## config.mk

```make
export PLATFORM = sky130hd
export DESIGN_NAME = keyprov_seq
export DESIGN_NICKNAME = d
export VERILOG_FILES = /design/src/rtl/keyprov_pkg.sv /design/src/rtl/keyprov_edge.sv /design/src/rtl/keyprov_assembler.sv /design/src/rtl/keyprov_timer.sv /design/src/rtl/keyprov_seq.sv
export SDC_FILE = /design/constraint.sdc
export NUM_CORES = 1
export LEC_CHECK = 0
export BUFFER_PORTS_ARGS = -buffer_cell sky130_fd_sc_hd__buf_2
export CAP_MARGIN = 15
export CORE_MARGIN = 1.5
export CORE_UTILIZATION = 40
export DETAILED_ROUTE_END_ITERATION = 12
export GPL_TIMING_DRIVEN = 0
export PLACE_DENSITY = 0.66
export SYNTH_ARGS = -nofsm -noshare
export SYNTH_HDL_FRONTEND = slang
export SYNTH_HIERARCHICAL = 1
export SYNTH_SLANG_ARGS = --single-unit
```

## constraint.sdc

```tcl
create_clock -name clk -period 4.16 [get_ports clk]
set_clock_uncertainty 0.2 [all_clocks]
set_input_delay 0.208 -clock clk [delete_from_list [all_inputs] [get_ports clk]]
set_output_delay 0.208 -clock clk [all_outputs]
set_load 0.01 [all_outputs]
```

## src/rtl/keyprov_pkg.sv

```systemverilog
package keyprov_pkg;

   // Opcode values on the memory command port
   localparam logic [1:0] OP_NONE      = 2'd0;
   localparam logic [1:0] OP_READ_SN   = 2'd1;
   localparam logic [1:0] OP_WRITE_KEY = 2'd2;
   localparam logic [1:0] OP_READ_STAT = 2'd3;

   typedef enum logic [2:0] {
      ST_IDLE,
      ST_SN_CMD,
      ST_SN_RX,
      ST_HASH,
      ST_WR_CMD,
      ST_STAT_CMD,
      ST_STAT_RX
   } seq_state_e;

endpackage

```

## src/rtl/keyprov_edge.sv

```systemverilog
// Rising-edge detector with an optional synchroniser chain on the input.
module keyprov_edge #(
   parameter int SYNC_STAGES = 0
) (
   input  logic clk,
   input  logic rst,
   input  logic level_i,
   output logic rise_o
);
   logic lvl_s;
   logic lvl_q;

   generate
      if (SYNC_STAGES < 0) begin : g_bad_stages
         $error("keyprov_edge: SYNC_STAGES must not be negative");
      end
      if (SYNC_STAGES == 0) begin : g_direct
         assign lvl_s = level_i;
      end else begin : g_sync
         logic [SYNC_STAGES-1:0] sh_q;
         always_ff @(posedge clk) begin
            if (rst) sh_q <= '0;
            else     sh_q <= SYNC_STAGES'({sh_q, level_i});
         end
         assign lvl_s = sh_q[SYNC_STAGES-1];
      end
   endgenerate

   always_ff @(posedge clk) begin
      if (rst) lvl_q <= 1'b0;
      else     lvl_q <= lvl_s;
   end

   assign rise_o = lvl_s & ~lvl_q;
endmodule

```

## src/rtl/keyprov_assembler.sv

```systemverilog
// Collects a word from consecutive lanes, lowest lane first.
module keyprov_assembler #(
   parameter int WORD_W = 64,
   parameter int LANE_W = 8
) (
   input  logic              clk,
   input  logic              rst,
   input  logic              clear_i,
   input  logic              take_i,
   input  logic [LANE_W-1:0] lane_i,
   output logic              last_o,
   output logic [WORD_W-1:0] word_o
);
   localparam int LANES = WORD_W / LANE_W;
   localparam int CNT_W = $clog2(LANES + 1);

   generate
      if (WORD_W % LANE_W != 0) begin : g_bad_split
         $error("keyprov_assembler: WORD_W must be a multiple of LANE_W");
      end
   endgenerate

   logic [CNT_W-1:0] cnt_q;

   always_ff @(posedge clk) begin
      if (rst || clear_i)
         cnt_q <= '0;
      else if (take_i && cnt_q != CNT_W'(LANES))
         cnt_q <= cnt_q + 1'b1;
   end

   assign last_o = (cnt_q == CNT_W'(LANES - 1));

   generate
      for (genvar g = 0; g < LANES; g++) begin : g_lane
         logic [LANE_W-1:0] lane_q;
         always_ff @(posedge clk) begin
            if (rst)
               lane_q <= '0;
            else if (take_i && cnt_q == CNT_W'(g))
               lane_q <= lane_i;
         end
         assign word_o[g*LANE_W +: LANE_W] = lane_q;
      end
   endgenerate
endmodule

```

## src/rtl/keyprov_timer.sv

```systemverilog
// Idle-progress watchdog: fires after LIMIT cycles without a restart.
module keyprov_timer #(
   parameter int LIMIT = 4096
) (
   input  logic clk,
   input  logic rst,
   input  logic run_i,
   input  logic restart_i,
   output logic expire_o
);
   localparam int CW = (LIMIT > 2) ? $clog2(LIMIT) : 1;

   generate
      if (LIMIT < 2) begin : g_bad_limit
         $error("keyprov_timer: LIMIT must be at least 2");
      end
   endgenerate

   logic [CW-1:0] cnt_q;

   assign expire_o = run_i && !restart_i && (cnt_q == CW'(LIMIT - 1));

   always_ff @(posedge clk) begin
      if (rst || !run_i || restart_i || expire_o)
         cnt_q <= '0;
      else
         cnt_q <= cnt_q + 1'b1;
   end
endmodule

```

## src/rtl/keyprov_seq.sv

```systemverilog
module keyprov_seq
   import keyprov_pkg::*;
#(
   parameter int                KEY_W       = 64,
   parameter int                SN_W        = 64,
   parameter int                BYTE_W      = 8,
   parameter logic [KEY_W-1:0]  MASTER_KEY  = 64'h0123_4567_89AB_CDEF,
   parameter logic [BYTE_W-1:0] STATUS_OK   = 8'hAA,
   parameter int                TIMEOUT_CYC = 4096,
   parameter int                SYNC_STAGES = 0
) (
   input  logic              clk,
   input  logic              rst,
   input  logic              prog_i,
   output logic              pass_o,
   output logic              cmd_valid_o,
   input  logic              cmd_ready_i,
   output logic [1:0]        cmd_op_o,
   output logic [KEY_W-1:0]  cmd_data_o,
   input  logic              rsp_valid_i,
   input  logic [BYTE_W-1:0] rsp_data_i,
   output logic              hash_req_o,
   input  logic              hash_done_i,
   output logic [KEY_W-1:0]  hash_key_o,
   output logic [SN_W-1:0]   hash_sn_o,
   input  logic [KEY_W-1:0]  hash_result_i
);
   localparam int SN_BYTES = SN_W / BYTE_W;

   generate
      if (SN_W % BYTE_W != 0) begin : g_bad_sn
         $error("keyprov_seq: SN_W must be a multiple of BYTE_W");
      end
      if (SN_BYTES < 1) begin : g_bad_bytes
         $error("keyprov_seq: serial must span at least one byte");
      end
      if (KEY_W < 1) begin : g_bad_key
         $error("keyprov_seq: KEY_W must be positive");
      end
   endgenerate

   seq_state_e       st_q, st_raw, st_nxt;
   logic             start_rise;
   logic             seq_idle;
   logic             sn_take, sn_last;
   logic             byte_take;
   logic             progress;
   logic             tmo_hit;
   logic [SN_W-1:0]  sn_word;
   logic [KEY_W-1:0] dev_key_q;
   logic             pass_q;

   keyprov_edge #(.SYNC_STAGES(SYNC_STAGES)) u_edge (
      .clk     (clk),
      .rst     (rst),
      .level_i (prog_i),
      .rise_o  (start_rise)
   );

   assign seq_idle  = (st_q == ST_IDLE);
   assign sn_take   = rsp_valid_i && (st_q == ST_SN_RX);
   assign byte_take = sn_take || (rsp_valid_i && st_q == ST_STAT_RX);

   keyprov_assembler #(.WORD_W(SN_W), .LANE_W(BYTE_W)) u_asm (
      .clk     (clk),
      .rst     (rst),
      .clear_i (seq_idle),
      .take_i  (sn_take),
      .lane_i  (rsp_data_i),
      .last_o  (sn_last),
      .word_o  (sn_word)
   );

   // Nominal next state, ignoring the watchdog
   always_comb begin
      st_raw = st_q;
      case (st_q)
         ST_IDLE:     if (start_rise)          st_raw = ST_SN_CMD;
         ST_SN_CMD:   if (cmd_ready_i)         st_raw = ST_SN_RX;
         ST_SN_RX:    if (sn_take && sn_last)  st_raw = ST_HASH;
         ST_HASH:     if (hash_done_i)         st_raw = ST_WR_CMD;
         ST_WR_CMD:   if (cmd_ready_i)         st_raw = ST_STAT_CMD;
         ST_STAT_CMD: if (cmd_ready_i)         st_raw = ST_STAT_RX;
         ST_STAT_RX:  if (rsp_valid_i)         st_raw = ST_IDLE;
         default:                              st_raw = ST_IDLE;
      endcase
   end

   assign progress = (st_raw != st_q) || byte_take;

   keyprov_timer #(.LIMIT(TIMEOUT_CYC)) u_tmo (
      .clk       (clk),
      .rst       (rst),
      .run_i     (!seq_idle),
      .restart_i (progress),
      .expire_o  (tmo_hit)
   );

   assign st_nxt = tmo_hit ? ST_IDLE : st_raw;

   always_ff @(posedge clk) begin
      if (rst) st_q <= ST_IDLE;
      else     st_q <= st_nxt;
   end

   always_ff @(posedge clk) begin
      if (rst)
         dev_key_q <= '0;
      else if (st_q == ST_HASH && hash_done_i)
         dev_key_q <= hash_result_i;
   end

   always_ff @(posedge clk) begin
      if (rst)
         pass_q <= 1'b0;
      else if (seq_idle && start_rise)
         pass_q <= 1'b0;
      else if (st_q == ST_STAT_RX && rsp_valid_i)
         pass_q <= (rsp_data_i == STATUS_OK);
   end

   always_comb begin
      cmd_valid_o = 1'b0;
      cmd_op_o    = OP_NONE;
      cmd_data_o  = '0;
      case (st_q)
         ST_SN_CMD: begin
            cmd_valid_o = 1'b1;
            cmd_op_o    = OP_READ_SN;
         end
         ST_WR_CMD: begin
            cmd_valid_o = 1'b1;
            cmd_op_o    = OP_WRITE_KEY;
            cmd_data_o  = dev_key_q;
         end
         ST_STAT_CMD: begin
            cmd_valid_o = 1'b1;
            cmd_op_o    = OP_READ_STAT;
         end
         default: ;
      endcase
   end

   assign hash_req_o = (st_q == ST_HASH);
   assign hash_key_o = MASTER_KEY;
   assign hash_sn_o  = sn_word;
   assign pass_o     = pass_q;
endmodule

```

**Word-level counts from Yosys, hierarchy flattened**

Cells that the tools add are included.

- Flip-flop bits (word level): 149
- Output and inout bits: 197

- Add/sub/neg operators: 2
- Equal/unequal tests: 17
- Muxes and demuxes: 11
- Bitwise logic cells: 2
- Reduce and logical (&&, ||, !) cells: 27

Operators with widths:

| kind | count |
|---|---|
| $mux W64 | 1 |
| $mux W3 | 7 |
| $pmux W3 S7 | 1 |
| $eq A4 B3 Y1 const B | 4 |
| $logic_and A1 B1 Y1 | 15 |
| $add A12 B1 Y12 const B | 1 |
| $eq A12 B12 Y1 const B | 1 |
| $eq A3 B3 Y1 const B | 3 |
| $eq A4 B2 Y1 const B | 2 |
| $eq A8 B8 Y1 const B | 1 |
| $eq A3 B2 Y1 const B | 2 |
| $pmux W2 S3 | 1 |
| $logic_or A1 B1 Y1 | 5 |
| $add A4 B1 Y4 const B | 1 |
| $eq A4 B1 Y1 const B | 1 |
| $logic_not A4 Y1 | 1 |
| $ne A4 B4 Y1 const B | 1 |
| $reduce_or A2 Y1 | 2 |
| $eq A3 B1 Y1 const B | 1 |
| $logic_not A3 Y1 | 1 |
| $ne A3 B3 Y1 | 1 |
| $reduce_or A3 Y1 | 1 |
| $logic_not A1 Y1 | 2 |
| $and A1 B1 Y1 | 1 |
| other kinds (2) | 2 |

**Depth between registers and ports, before layout**

- Word-level depth: 11
- Depth in mapped cells: 8
- Depth with buffers taken out: 7

**Hierarchy**

The synthesis kept the hierarchy.

Modules (own cells, without submodules):

| module | instances | cells an instance | area each (um^2) | seq. area each (um^2) |
|---|---|---|---|---|
| keyprov_seq | 1 | 459 | 3524.6 | 1361.3 |
| keyprov_assembler | 1 | 290 | 2636.3 | 1361.3 |
| keyprov_timer | 1 | 58 | 550.5 | 240.2 |
| keyprov_edge | 1 | 3 | 47.5 | 20.0 |

**Worst setup path after synthesis**

Ideal clock, no wire load.

- Path kind: reg2reg
- Start: reg u_asm.cnt_q[0]
- End: reg u_tmo.cnt_q[11]
- Arrival: 1.928 ns
- Data required time: 3.888 ns
- Setup slack: 1.960 ns
- Cell stages (with the launch flop): 8
- Path buffers: 0
- Period minus slack after synthesis: 2.200 ns
- Path through: dfxtp_1 -> ha_1 -> and3b_1 -> a221oi_2 -> o221ai_1 -> nor3b_1 -> o41ai_4 -> a21oi_1

- Word-level cells in the longest chain between the ends: 10
- Elaborated cells between the ends (all ways): 11
- Classes of those cells: eq/ne: 2; mux: 2; reduce/logical: 7

Ends and longest elaborated chain:

| element | line | source |
|---|---|---|
| start, declared | keyprov_assembler.sv:23 | `logic [CNT_W-1:0] cnt_q;` |
| start signal, assigned | keyprov_assembler.sv:29 | `cnt_q <= cnt_q + 1'b1;` |
| $eq A4 B3 Y1 (*) | keyprov_assembler.sv:32 | `assign last_o = (cnt_q == CNT_W'(LANES - 1));` |
| net sn_last | keyprov_seq.sv:45 | `logic sn_take, sn_last;` |
| $logic_and A1 B1 Y1 (*) | keyprov_seq.sv:80 | `ST_SN_RX: if (sn_take && sn_last) st_raw = ST_HASH;` |
| $mux W3 (*) | keyprov_seq.sv:80 |  |
| $pmux W3 S7 (*) | keyprov_seq.sv:77 | `case (st_q)` |
| $ne A3 B3 Y1 (*) | keyprov_seq.sv:89 | `assign progress = (st_raw != st_q) \|\| byte_take;` |
| $logic_or A1 B1 Y1 (*) | keyprov_seq.sv:89 |  |
| net progress | keyprov_seq.sv:47 | `logic progress;` |
| $logic_not A1 Y1 | keyprov_timer.sv:21 | `assign expire_o = run_i && !restart_i && (cnt_q == CW'(LIMIT - 1));` |
| $logic_and A1 B1 Y1 (2 in series) | keyprov_timer.sv:21 |  |
| $logic_or A1 B1 Y1 (*) | keyprov_timer.sv:24 | `if (rst \|\| !run_i \|\| restart_i \|\| expire_o)` |
| end signal, assigned | keyprov_timer.sv:27 | `cnt_q <= cnt_q + 1'b1;` |
| end, declared | keyprov_timer.sv:19 | `logic [CW-1:0] cnt_q;` |

The timed path passes the listed nets; every way through them passes the cells marked *.
A chain may end at the register's enable or synchronous reset.

**Worst setup path in the final report**

- Start: reg u_asm.cnt_q[0]
- End: reg st_q[1]

- Word-level cells in the longest chain between the ends: 10

Ends and longest elaborated chain:

| element | line | source |
|---|---|---|
| $eq A4 B3 Y1 | keyprov_assembler.sv:32 |  |
| net sn_last | keyprov_seq.sv:45 |  |
| $logic_and A1 B1 Y1 | keyprov_seq.sv:80 |  |
| $mux W3 | keyprov_seq.sv:80 |  |
| $pmux W3 S7 | keyprov_seq.sv:77 |  |
| $ne A3 B3 Y1 | keyprov_seq.sv:89 |  |
| $logic_or A1 B1 Y1 | keyprov_seq.sv:89 |  |
| net progress | keyprov_seq.sv:47 |  |
| $logic_not A1 Y1 | keyprov_timer.sv:21 |  |
| $logic_and A1 B1 Y1 (2 in series) | keyprov_timer.sv:21 |  |
| net tmo_hit | keyprov_seq.sv:48 | `logic tmo_hit;` |
| $reduce_or A2 Y1 (no line) | n/a |  |
| end signal, assigned | keyprov_seq.sv:103 | `else st_q <= st_nxt;` |
| end, declared | keyprov_seq.sv:42 | `seq_state_e st_q, st_raw, st_nxt;` |

The timed path passes the listed nets, and every way through them passes these cells.

==> results.sh <==
export IMPL_r2r_end="st_q[1]$_SDFF_PP0_"
export IMPL_cts_made_buffers=17
export IMPL_syn_cell_area_sq_um=6760
export IMPL_h_tree_depth=4
export IMPL_synth_area_top_cells="dfxtp_1, nand2_1, a21oi_1, buf_4, and2_1"
export IMPL_pre_cts_ws_ns=1.62
export IMPL_r2r_cells=7
export IMPL_drive_gt1_frac=0.304
export IMPL_peakVddDrop_uv=295
export IMPL_start_util=0.409
export IMPL_cts_resized_gates=0
export IMPL_setup_tns_ns=0
export IMPL_nets=1254
export IMPL_gp_congestion=0.801
export IMPL_rsz0062_at_grt="false"
export IMPL_root_buffer="clkbuf_16"
export IMPL_synth_top_flop_cell="dfxtp_1"
export IMPL_crit_path_end_kind="flop"
export IMPL_p_per_area_nw_per_um2=349
export IMPL_crit_chain="ha_1 > and3b_1 > a221oi_2 > o221ai_1 > nor3b_1 > nor4_1 > dlygate4sd3_1"
export IMPL_antenna_left=0
export IMPL_fin_crit_ns=2.83
export IMPL_postSynthCellCount=810
export IMPL_yosysTopAreaCellShare=0.441
export IMPL_grt_pass1_vias=6019
export IMPL_worst_setup_path_start_kind="flop"
export IMPL_wirelength_microns=19500
export IMPL_num_vias=6321
export IMPL_ys_seq_area_frac=0.441
export IMPL_slowest_stage="dlygate4sd3_1"
export IMPL_hp_class="in2reg"
export IMPL_synth_seq_cells=149
export IMPL_criticalPathCategory="reg2reg"
export IMPL_yosysWarnings=6
export IMPL_drv_slew=0
export IMPL_worst_r2r_startpoint="u_asm/cnt_q[0]$_SDFFE_PP0P_"
export IMPL_setup_violations=0
export IMPL_maxCapViolations=0
export IMPL_synth_edf_count=0
export IMPL_synth_common_cells="nand2_1, dfxtp_1, a21oi_1, buf_4, and2_1"
export IMPL_layout_area_overhead_vs_synth_pct=43.0
export IMPL_clk_path_buf_depth=2
export IMPL_antenna_found_initial=2
export IMPL_synthArstFlopShare=0
export IMPL_cts_clk_slew_worst_paths_ns=0.06
export IMPL_layout_setup_ws_ns=1.33
export IMPL_clock_sinks=149
export IMPL_viasPerCell=4.50
export IMPL_synth_top_area_cell="dfxtp_1"
export IMPL_dieWidth_microns=133
export IMPL_grt_start_max_net_pins=17
export IMPL_ys_types=49
export IMPL_grt_usage=0.218
export IMPL_hold_viol_final=0
export IMPL_ios=275
export IMPL_tightestPinTransition_ns=0.613
export IMPL_dpl_hpwl_microns=13700
export IMPL_status="finished clean"
export IMPL_arrival_ns=2.94
export IMPL_syn_area_per_cell_sq_um=8.34
export IMPL_worst_path_stages=7
export IMPL_route_detailed_wl_per_inst_microns=13.9
export IMPL_first_pass_iters=5
export IMPL_worstHoldPathCells=4
export IMPL_critPathLaunch="u_asm/cnt_q[0]$_SDFFE_PP0P_"
export IMPL_worstPathRequired_ns=4.26
export IMPL_path_max_fanout=6
export IMPL_p_leak_uw=0.00432
export IMPL_drt_first_iter_violations=250
export IMPL_cts_tree="built"
export IMPL_clk_latency_ns=0.42
export IMPL_slowest_delay_ns=0.58
export IMPL_critPathCapture="st_q[1]$_SDFF_PP0_"
export IMPL_gr_total_overflow=0
export IMPL_drc=0
export IMPL_dieHeight_microns=133
export IMPL_dieArea_sq_um=17700
export IMPL_cp_num_buf_inv=1
export IMPL_r2r_slack_ns=1.33
export IMPL_relSlewSlack=0.586
export IMPL_rows=47
export IMPL_period_share=0.681
export IMPL_yosysMostFrequentCell="nand2_1"
export IMPL_fmax_mhz=353
export IMPL_io_buffer_count=210
export IMPL_path_delay_family="simple AND/OR/NAND/NOR gates"
export IMPL_grt_pass1_wl_microns=30600
export IMPL_core_area_sq_um=16500
-- stage by stage --
| stage | instances | util | hold slack, ns | cell area, sq um | power (uW) |
|---|---|---|---|---|---|
| global route | 1404 | 0.585 | 0.0424 | 9660 | 3490 |
| detailed placement | 1302 | 0.503 | 0.239 | 8320 | 1690 |
| global placement | 1302 | 0.503 | 0.231 | 8320 | 1690 |
| floorplan | 872 | - | 0.0723 | 6990 | 1610 |
| CTS | 1403 | 0.585 | 0.0110 | 9660 | 3390 |
| finish | 1404 | 0.585 | 0.0188 | 9660 | 3370 |
-- kinds of logic after synthesis --
logic type	synth area share
mux	0.0474
simple gates	0.266
xor+xnor	0.00518
other cells	0.00111
compound gates	0.103
flops	0.441
buf+inv	0.127
fa+ha+maj	0.00926
-- layout by cell type (no fill, tap or decap), types with 6 or more instances in the layout --
cell type      synthesis  final
dlygate4sd3_1          0     70
buf_4                 68     68
clkbuf_16              0     17
nand4b_1               6      6
clkbuf_1              18     19
o21ai_0                7      7
and2_1                64     64
buf_6                 11     11
buf_2                 21    231
nand2_1              196    196
dfxtp_1              149    149
nor2_1                38     38
conb_1                 2     64
mux2i_1               32     32
nand3_1                7      7
inv_1                  6      6
a21oi_1              107    107
-- power by group --
part / internal (uW) / switching, uW
clock: 1080 / 581
sequential: 1440 / 4.46
combinational: 141 / 130
total: 2660 / 715
-- state kept, by name, summed over array words and instances, names as in the netlist --
name / cells
u_asm/cnt_q: 4
pass_o: 1
u_edge/lvl_q: 1
u_asm/g_lane.lane_q: 64
u_tmo/cnt_q: 12
st_q: 3
dev_key_q: 64
-- layout make-up --
| class | count | area, sq um |
|---|---|---|
| Fill cell | 1488 | 6860 |
| Clock inverter | 8 | 144 |
| Multi-Input combinational cell | 593 | 3150 |
| Antenna cell | 1 | 2.50 |
| Clock buffer | 23 | 498 |
| Inverter | 6 | 22.5 |
| Timing Repair Buffer | 280 | 1750 |
| Tap cell | 220 | 275 |
| Sequential cell | 149 | 2980 |
| Buffer | 124 | 836 |
-- worst min path at each step --
stage,startpoint,to,slack (ns)
after floorplan,rst,u_edge/lvl_q$_SDFF_PP0_,0.07
after global placement,u_tmo/cnt_q[0]$_SDFF_PP0_,u_tmo/cnt_q[0]$_SDFF_PP0_,0.23
after detailed placement,u_tmo/cnt_q[0]$_SDFF_PP0_,u_tmo/cnt_q[0]$_SDFF_PP0_,0.24
after CTS,rsp_data_i[7],u_asm/g_lane[6].lane_q[7]$_SDFFE_PP0P_,0.01
after global routing,rsp_data_i[7],u_asm/g_lane[6].lane_q[7]$_SDFFE_PP0P_,0.04
final,rsp_data_i[7],u_asm/g_lane[6].lane_q[7]$_SDFFE_PP0P_,0.02
-- routing by layer --
| metal | wire length (microns) | GRT usage |
|---|---|---|
| met1 | 8020 | 0.251 |
| met2 | 9440 | 0.378 |
| met5 | 13 | 0 |
| met3 | 1660 | 0.0785 |
| met4 | 363 | 0.0672 |
-- worst min-delay path, stage by stage --
cell     delay [ns]
buf_2          0.10
buf_2          0.16
nand2_1        0.07
a21oi_1        0.05
-- timing repair --
action                    4_1_cts  5_1_grt
buffers inserted                0        0
hold endpoints to repair       67        0
hold buffers                   70        0
Note: power is estimated with default switching activity, not from simulation.
